$ cat src/rtl/cnv_ready_pkg.sv
package cnv_ready_pkg;

  typedef enum logic [2:0] {
    MODE_RUN       = 3'd0,
    MODE_SYNC_HALT = 3'd1,
    MODE_STANDBY   = 3'd2,
    MODE_POWERDOWN = 3'd3,
    MODE_WAKE_WAIT = 3'd4
  } cnv_mode_e;

endpackage

$ cat src/rtl/cnv_period_timer.sv
// Conversion period counter: stands in for modulator and filter timing.
module cnv_period_timer #(
  parameter int unsigned CONV_CYC = 64,
  parameter int unsigned UPD_CYC  = 4
) (
  input  logic clk,
  input  logic rst,
  input  logic run_now,
  input  logic run_nxt,
  input  logic restart,
  output logic done,
  output logic upd_win
);

  localparam int unsigned CW = (CONV_CYC > 1) ? $clog2(CONV_CYC) : 1;
  localparam logic [CW-1:0] CNT_LAST = CW'(CONV_CYC - 1);
  localparam logic [CW-1:0] UPD_LO   = CW'(CONV_CYC - UPD_CYC - 1);

  logic [CW-1:0] cnt;

  always_ff @(posedge clk) begin
    if (rst) begin
      cnt <= '0;
    end else if (restart || !run_nxt) begin
      cnt <= '0;
    end else if (cnt == CNT_LAST) begin
      cnt <= '0;
    end else begin
      cnt <= cnt + CW'(1);
    end
  end

  // Result lands on the edge that ends the last count of the period.
  assign done    = run_now && (cnt == CNT_LAST);
  // Edges that place the flag into its update window.
  assign upd_win = run_now && (cnt >= UPD_LO) && (cnt < CNT_LAST);

endmodule

$ cat src/rtl/cnv_mode_fsm.sv
// Mode sequencer: pin synchronization, commands, power-down and wake timing.
module cnv_mode_fsm
  import cnv_ready_pkg::*;
#(
  parameter int unsigned PD_PERIODS = 20,
  parameter int unsigned WAKE_CYC   = 8192
) (
  input  logic      clk,
  input  logic      rst,
  input  logic      sync_n,
  input  logic      cmd_sync,
  input  logic      cmd_wakeup,
  input  logic      cmd_standby,
  input  logic      done,
  output cnv_mode_e mode_q,
  output cnv_mode_e mode_nxt,
  output logic      restart
);

  localparam int unsigned PW = $clog2(PD_PERIODS + 1);
  localparam int unsigned WW = (WAKE_CYC > 1) ? $clog2(WAKE_CYC) : 1;
  localparam logic [PW-1:0] PD_LAST   = PW'(PD_PERIODS - 1);
  localparam logic [WW-1:0] WAKE_LAST = WW'(WAKE_CYC - 1);

  logic          sync_q;
  logic [PW-1:0] pd_cnt;
  logic [WW-1:0] wake_cnt;
  logic          pin_rise;
  logic          cmd_ok;
  logic          pd_hit;

  assign pin_rise = sync_n & ~sync_q;
  assign cmd_ok   = sync_n;
  assign pd_hit   = ~sync_n & done & (pd_cnt == PD_LAST);

  always_comb begin
    mode_nxt = mode_q;
    case (mode_q)
      MODE_RUN: begin
        if (pd_hit) begin
          mode_nxt = MODE_POWERDOWN;
        end else if (cmd_ok && cmd_standby) begin
          mode_nxt = MODE_STANDBY;
        end else if (cmd_ok && cmd_sync) begin
          mode_nxt = MODE_SYNC_HALT;
        end
      end
      MODE_SYNC_HALT, MODE_STANDBY: begin
        if (cmd_ok && cmd_wakeup) begin
          mode_nxt = MODE_RUN;
        end
      end
      MODE_POWERDOWN: begin
        if (sync_n) begin
          mode_nxt = MODE_WAKE_WAIT;
        end
      end
      MODE_WAKE_WAIT: begin
        if (wake_cnt == WAKE_LAST) begin
          mode_nxt = MODE_RUN;
        end
      end
      default: mode_nxt = MODE_RUN;
    endcase
  end

  // A period restarts on entry to run mode or on a pin release while running.
  assign restart = (mode_nxt == MODE_RUN) && ((mode_q != MODE_RUN) || pin_rise);

  always_ff @(posedge clk) begin
    if (rst) begin
      sync_q   <= 1'b1;
      mode_q   <= MODE_RUN;
      pd_cnt   <= '0;
      wake_cnt <= '0;
    end else begin
      sync_q <= sync_n;
      mode_q <= mode_nxt;
      if ((mode_q != MODE_RUN) || sync_n) begin
        pd_cnt <= '0;
      end else if (done) begin
        pd_cnt <= pd_cnt + PW'(1);
      end
      if (mode_q != MODE_WAKE_WAIT) begin
        wake_cnt <= '0;
      end else begin
        wake_cnt <= wake_cnt + WW'(1);
      end
    end
  end

endmodule

$ cat src/rtl/cnv_ready_flag.sv
// Active-low ready flag with result, update-window, read and restart rules.
module cnv_ready_flag (
  input  logic clk,
  input  logic rst,
  input  logic run_nxt,
  input  logic restart,
  input  logic done,
  input  logic upd_win,
  input  logic rd_done,
  output logic drdy_n
);

  always_ff @(posedge clk) begin
    if (rst) begin
      drdy_n <= 1'b1;
    end else if (!run_nxt || restart) begin
      drdy_n <= 1'b1;
    end else if (done) begin
      drdy_n <= 1'b0;
    end else if (upd_win || rd_done) begin
      drdy_n <= 1'b1;
    end
  end

endmodule

$ cat src/rtl/cnv_ready_ctrl.sv
module cnv_ready_ctrl
  import cnv_ready_pkg::*;
#(
  parameter int unsigned CONV_CYC   = 64,
  parameter int unsigned UPD_CYC    = 4,
  parameter int unsigned PD_PERIODS = 20,
  parameter int unsigned WAKE_CYC   = 8192
) (
  input  logic       clk,
  input  logic       rst,
  input  logic       sync_n,
  input  logic       cmd_sync,
  input  logic       cmd_wakeup,
  input  logic       cmd_standby,
  input  logic       rd_done,
  input  logic       clkout_sel,
  output logic       drdy_n,
  output logic       conv_en,
  output logic       osc_en,
  output logic       clkout_en,
  output logic       sif_block,
  output logic [2:0] mode_o
);

  cnv_mode_e mode_q;
  cnv_mode_e mode_nxt;
  logic      restart;
  logic      done;
  logic      upd_win;
  logic      run_now;
  logic      run_nxt;
  logic      clk_alive_nxt;

  assign run_now       = (mode_q == MODE_RUN);
  assign run_nxt       = (mode_nxt == MODE_RUN);
  assign clk_alive_nxt = (mode_nxt == MODE_RUN) || (mode_nxt == MODE_SYNC_HALT) ||
                         (mode_nxt == MODE_STANDBY);

  cnv_mode_fsm #(
    .PD_PERIODS (PD_PERIODS),
    .WAKE_CYC   (WAKE_CYC)
  ) u_fsm (
    .clk         (clk),
    .rst         (rst),
    .sync_n      (sync_n),
    .cmd_sync    (cmd_sync),
    .cmd_wakeup  (cmd_wakeup),
    .cmd_standby (cmd_standby),
    .done        (done),
    .mode_q      (mode_q),
    .mode_nxt    (mode_nxt),
    .restart     (restart)
  );

  cnv_period_timer #(
    .CONV_CYC (CONV_CYC),
    .UPD_CYC  (UPD_CYC)
  ) u_timer (
    .clk     (clk),
    .rst     (rst),
    .run_now (run_now),
    .run_nxt (run_nxt),
    .restart (restart),
    .done    (done),
    .upd_win (upd_win)
  );

  cnv_ready_flag u_flag (
    .clk     (clk),
    .rst     (rst),
    .run_nxt (run_nxt),
    .restart (restart),
    .done    (done),
    .upd_win (upd_win),
    .rd_done (rd_done),
    .drdy_n  (drdy_n)
  );

  // Enables are registered from the next mode so they line up with mode_o.
  always_ff @(posedge clk) begin
    if (rst) begin
      conv_en   <= 1'b1;
      osc_en    <= 1'b1;
      clkout_en <= 1'b0;
      sif_block <= 1'b0;
    end else begin
      conv_en   <= run_nxt;
      osc_en    <= (mode_nxt != MODE_POWERDOWN);
      clkout_en <= clkout_sel && clk_alive_nxt;
      sif_block <= ~sync_n;
    end
  end

  assign mode_o = 3'(mode_q);

endmodule

$ cat config.mk
export PLATFORM = sky130hd
export DESIGN_NAME = cnv_ready_ctrl
export DESIGN_NICKNAME = d
export VERILOG_FILES = /design/src/rtl/cnv_ready_pkg.sv /design/src/rtl/cnv_period_timer.sv /design/src/rtl/cnv_mode_fsm.sv /design/src/rtl/cnv_ready_flag.sv /design/src/rtl/cnv_ready_ctrl.sv
export SDC_FILE = /design/constraint.sdc
export NUM_CORES = 1
export LEC_CHECK = 0
export BUFFER_PORTS_ARGS = -buffer_cell sky130_fd_sc_hd__buf_2
export CAP_MARGIN = 20
export CORE_AREA = 3 3 62 78
export CTS_CLUSTER_SIZE = 30
export DETAILED_ROUTE_END_ITERATION = 10
export DIE_AREA = 0 0 65 81
export PLACE_DENSITY = 0.6
export REMOVE_ABC_BUFFERS = 1
export SKIP_LAST_GASP = 1
export SLEW_MARGIN = 40
export SYNTH_ARGS = -nofsm -noshare
export SYNTH_HDL_FRONTEND = slang
export SYNTH_HIERARCHICAL = 1
export SYNTH_SLANG_ARGS = --single-unit
$ cat constraint.sdc
create_clock -name clk -period 5.9 [get_ports clk]
set_input_delay 1.18 -clock clk [delete_from_list [all_inputs] [get_ports clk]]
set_output_delay 1.18 -clock clk [all_outputs]
set_load 0.05 [all_outputs]
==> impl_results.md <==
* Status: finished, final reports clean
* Sw frac at 0.238
* ANT cells at 0
* Largest net degree at the start of global routing at 14
* Worst-Skew Late Latency at 0.29 ns
* # setup viols final at 0
* Total Wirelength at 2590 um
* CP delay by family, top: simple AND/OR/NAND/NOR gates
* Number of global-route vias before repair at 1030
* CTS tree: done
* Final setup margin at 3.15 ns
* CP peak stage delay at 0.49 ns
* MaxCap Viol Count at 0
* Post-DP HPWL at 1870 um
* # resized after CTS at 0
* CP Cell Sequence: buf_2, or4b_4, nor2_2, a21oi_2, a32o_1, or3b_4, o21bai_4, nor2_2
* Port buffer count at 15
* WL/cell at 11.1 um
* PwrDens at 271 nW/um2
* R2R cell count at 10
* Worst path most repeated cell: nor2_2
* Vias at 1120
* Fin cells at 234
* Min Hold Slack at 0.480 ns
* Post-place setup slack at 2.86 ns
* Share of the synthesized area in the top cell type at 0.459
* Register bit total from synthesis at 33
* RSZ-0062 raised after global routing: false
* CP Class: in -> reg
* Clock-pin slew on the worst setup and hold paths at 0.07 ns
* TNS Setup at 0 ns
* Worst-margin pin slew at 0.546 ns
* Die span in y at 81 um
* Core area at 4130 um2
* Setup Buffers After CTS at 0
* Tot Pwr at 0.455 mW
* Largest cells by area after synthesis: dfxtp_1, nor2_1, xor2_1, xnor2_1, ha_1
* Inst Count DP at 226
* Cell count after synthesis at 157
* Relative slew slack at 0.635
* Routed Antenna Nets at 0
* Area leader, netlist: dfxtp_1
* Asr flop ratio synth at 0
* Hold Vio Cnt, Final at 0
* Hold Buf Count CTS at 0
* Sequential Power Share at 0.509
* Ports at 16
* First-pass GRT wire length at 4410 um
* Main synth FF type: dfxtp_1
* Initial Utilization at 0.349
* Comb pwr share at 0.083
* Yosys warns at 6
* Worst Path Required at 6.12 ns
* Clock root buffer master: clkbuf_8
* Static leakage at 0.582 nW
* Crit. End Element: register
* Residual DRC at 0
* Die outline area at 5270 um2
* Worst hold path type: reg -> reg
* P&R area growth vs syn at 16.6%
* Critical Path AT at 2.97 ns
* Tot GR Track Use at 0.110
* Post-synth EDFFs at 0
* Die Wd at 65 um
* Number of cells on the critical path at 8
* Sequential cell area fraction in the yosys report at 0.459
* Yosys cell types at 40
* Final net count at 188
* Number of DRC markers in iteration 0 at 18
* Crit path launch type: input port
* Cell internal pwr at 0.347 mW
* Slowest cell on the critical path: or4b_4
* Worst-path fanout max at 9
* Worst VDD drop at 0.155 mV
* Sink Count at 33
* Initial antenna violation count at 0
* CTS buffer count at 5
* Layout filler cell count at 428
* Crit path buf inv count at 1
* Pins Over Slew Limit at 0
* GP Congestion at 0.767
* Tmin final at 2.75 ns
* Hold Path Stages at 1
* Remaining Overflow, GRT at 0
* Final Skew at 0.00801 ns
* Cell area after synthesis at 1440 um2
* Syn Area/Cell at 9.17 um2
* Clock buffer depth at 2
* Core Rows at 26
* Fmax at 0.364 GHz
* Pre-antenna DRT Iters at 4
* Fin crit share at 0.465
* CTS H-tree lvls at 2
* Clock network fraction of total power at 0.408
* Layout cells sized above 1 at 0.208
* Routed vias/inst at 4.79
* Sw Pwr at 0.108 mW
cell usage after synthesis (2+ instances only):
master / count
a21oi_1: 3
a21oi_2: 2
a32o_1: 2
clkbuf_1: 2
dfxtp_1: 33
ha_1: 3
inv_1: 5
nand2_1: 10
nand3_1: 7
nand4_1: 4
nor2_1: 26
nor2_2: 3
nor2b_1: 2
nor3_1: 6
nor3_2: 2
o21ai_0: 5
o21ai_1: 2
or2_1: 2
or3_1: 3
xnor2_1: 7
xor2_1: 9
metal layers:
layer | wire, um | global-route usage
met3 | 107 | 0.0360
met2 | 1220 | 0.172
met5 | 0 | 0
met1 | 1200 | 0.127
met4 | 70 | 0.0782
cell usage in the layout (no fill, tap or decap), types with 2 or more instances in the layout:
cell	n
a21oi_1	3
a21oi_2	2
a32o_1	2
buf_2	15
clkbuf_8	7
dfxtp_1	33
ha_1	3
inv_1	5
nand2_1	10
nand3_1	7
nand4_1	4
nor2_1	26
nor2_2	3
nor2b_1	2
nor3_1	6
nor3_2	2
o21ai_0	5
o21ai_1	2
or2_1	2
or3_1	3
xnor2_1	7
xor2_1	9
state kept, by name, summed over array words and instances (netlist names):
register	flops
u_fsm/wake_cnt	13
u_fsm/sync_q	1
sif_block	1
u_flag/drdy_n	1
clkout_en	1
osc_en	1
u_fsm/mode_q	3
u_timer/cnt	6
conv_en	1
u_fsm/pd_cnt	5
cell type report:
cell class,instances,area (um2),area share
inverter,5,18.8,0.0112
tap,56,70.1,0.0417
clock inverter,1,5.00,0.00298
timing repair buffer,15,75.1,0.0447
clock buffer,7,96.3,0.0574
sequential,33,661,0.393
multi-input combinational,117,753,0.449
worst reg2reg max path: cells and delay by family, from the launching register on:
kind / cells / cell delay [ns]
fa+ha+maj: 1 / 0.21
simple gates: 6 / 1.45
flops: 1 / 0.40
compound gates: 3 / 0.53
final timing paths:
check / endpoint / slack, ns / startpoint
worst max-delay path: u_timer/cnt[3] / 3.15 / sync_n
worst min-delay path: u_timer/cnt[0] / 0.48 / u_timer/cnt[0]
worst max register to register: u_timer/cnt[3] / 3.25 / u_timer/cnt[0]
worst min register to register: u_timer/cnt[0] / 0.48 / u_timer/cnt[0]
logic make-up after synthesis:
logic type / share of synthesized area
adders and majority gates: 0.0261
AOI/OAI and AO/OA: 0.0938
xor gates and xnor gates: 0.0973
buffers and inverters: 0.0182
muxes: 0.00695
DFF: 0.459
and+or+nand+nor: 0.299
power by group through the flow:
stage	registers [mW]	clock network, mW	logic, mW
final	0.231	0.186	0.0377
after global routing	0.232	0.201	0.0414
after global placement	0.236	0	0.0377
after CTS	0.231	0.192	0.0381
after detailed placement	0.236	0	0.0380
after floorplan	0.244	0	0.0192
per-stage QoR:
stage	instance area [um2]	util
2_1_floorplan	1430	-
3_3_place_gp	1580	0.382
3_5_place_dp	1580	0.382
4_1_cts	1680	0.406
5_1_grt	1680	0.406
6_report	1680	0.406
Note: power is estimated with default switching activity, not from simulation.
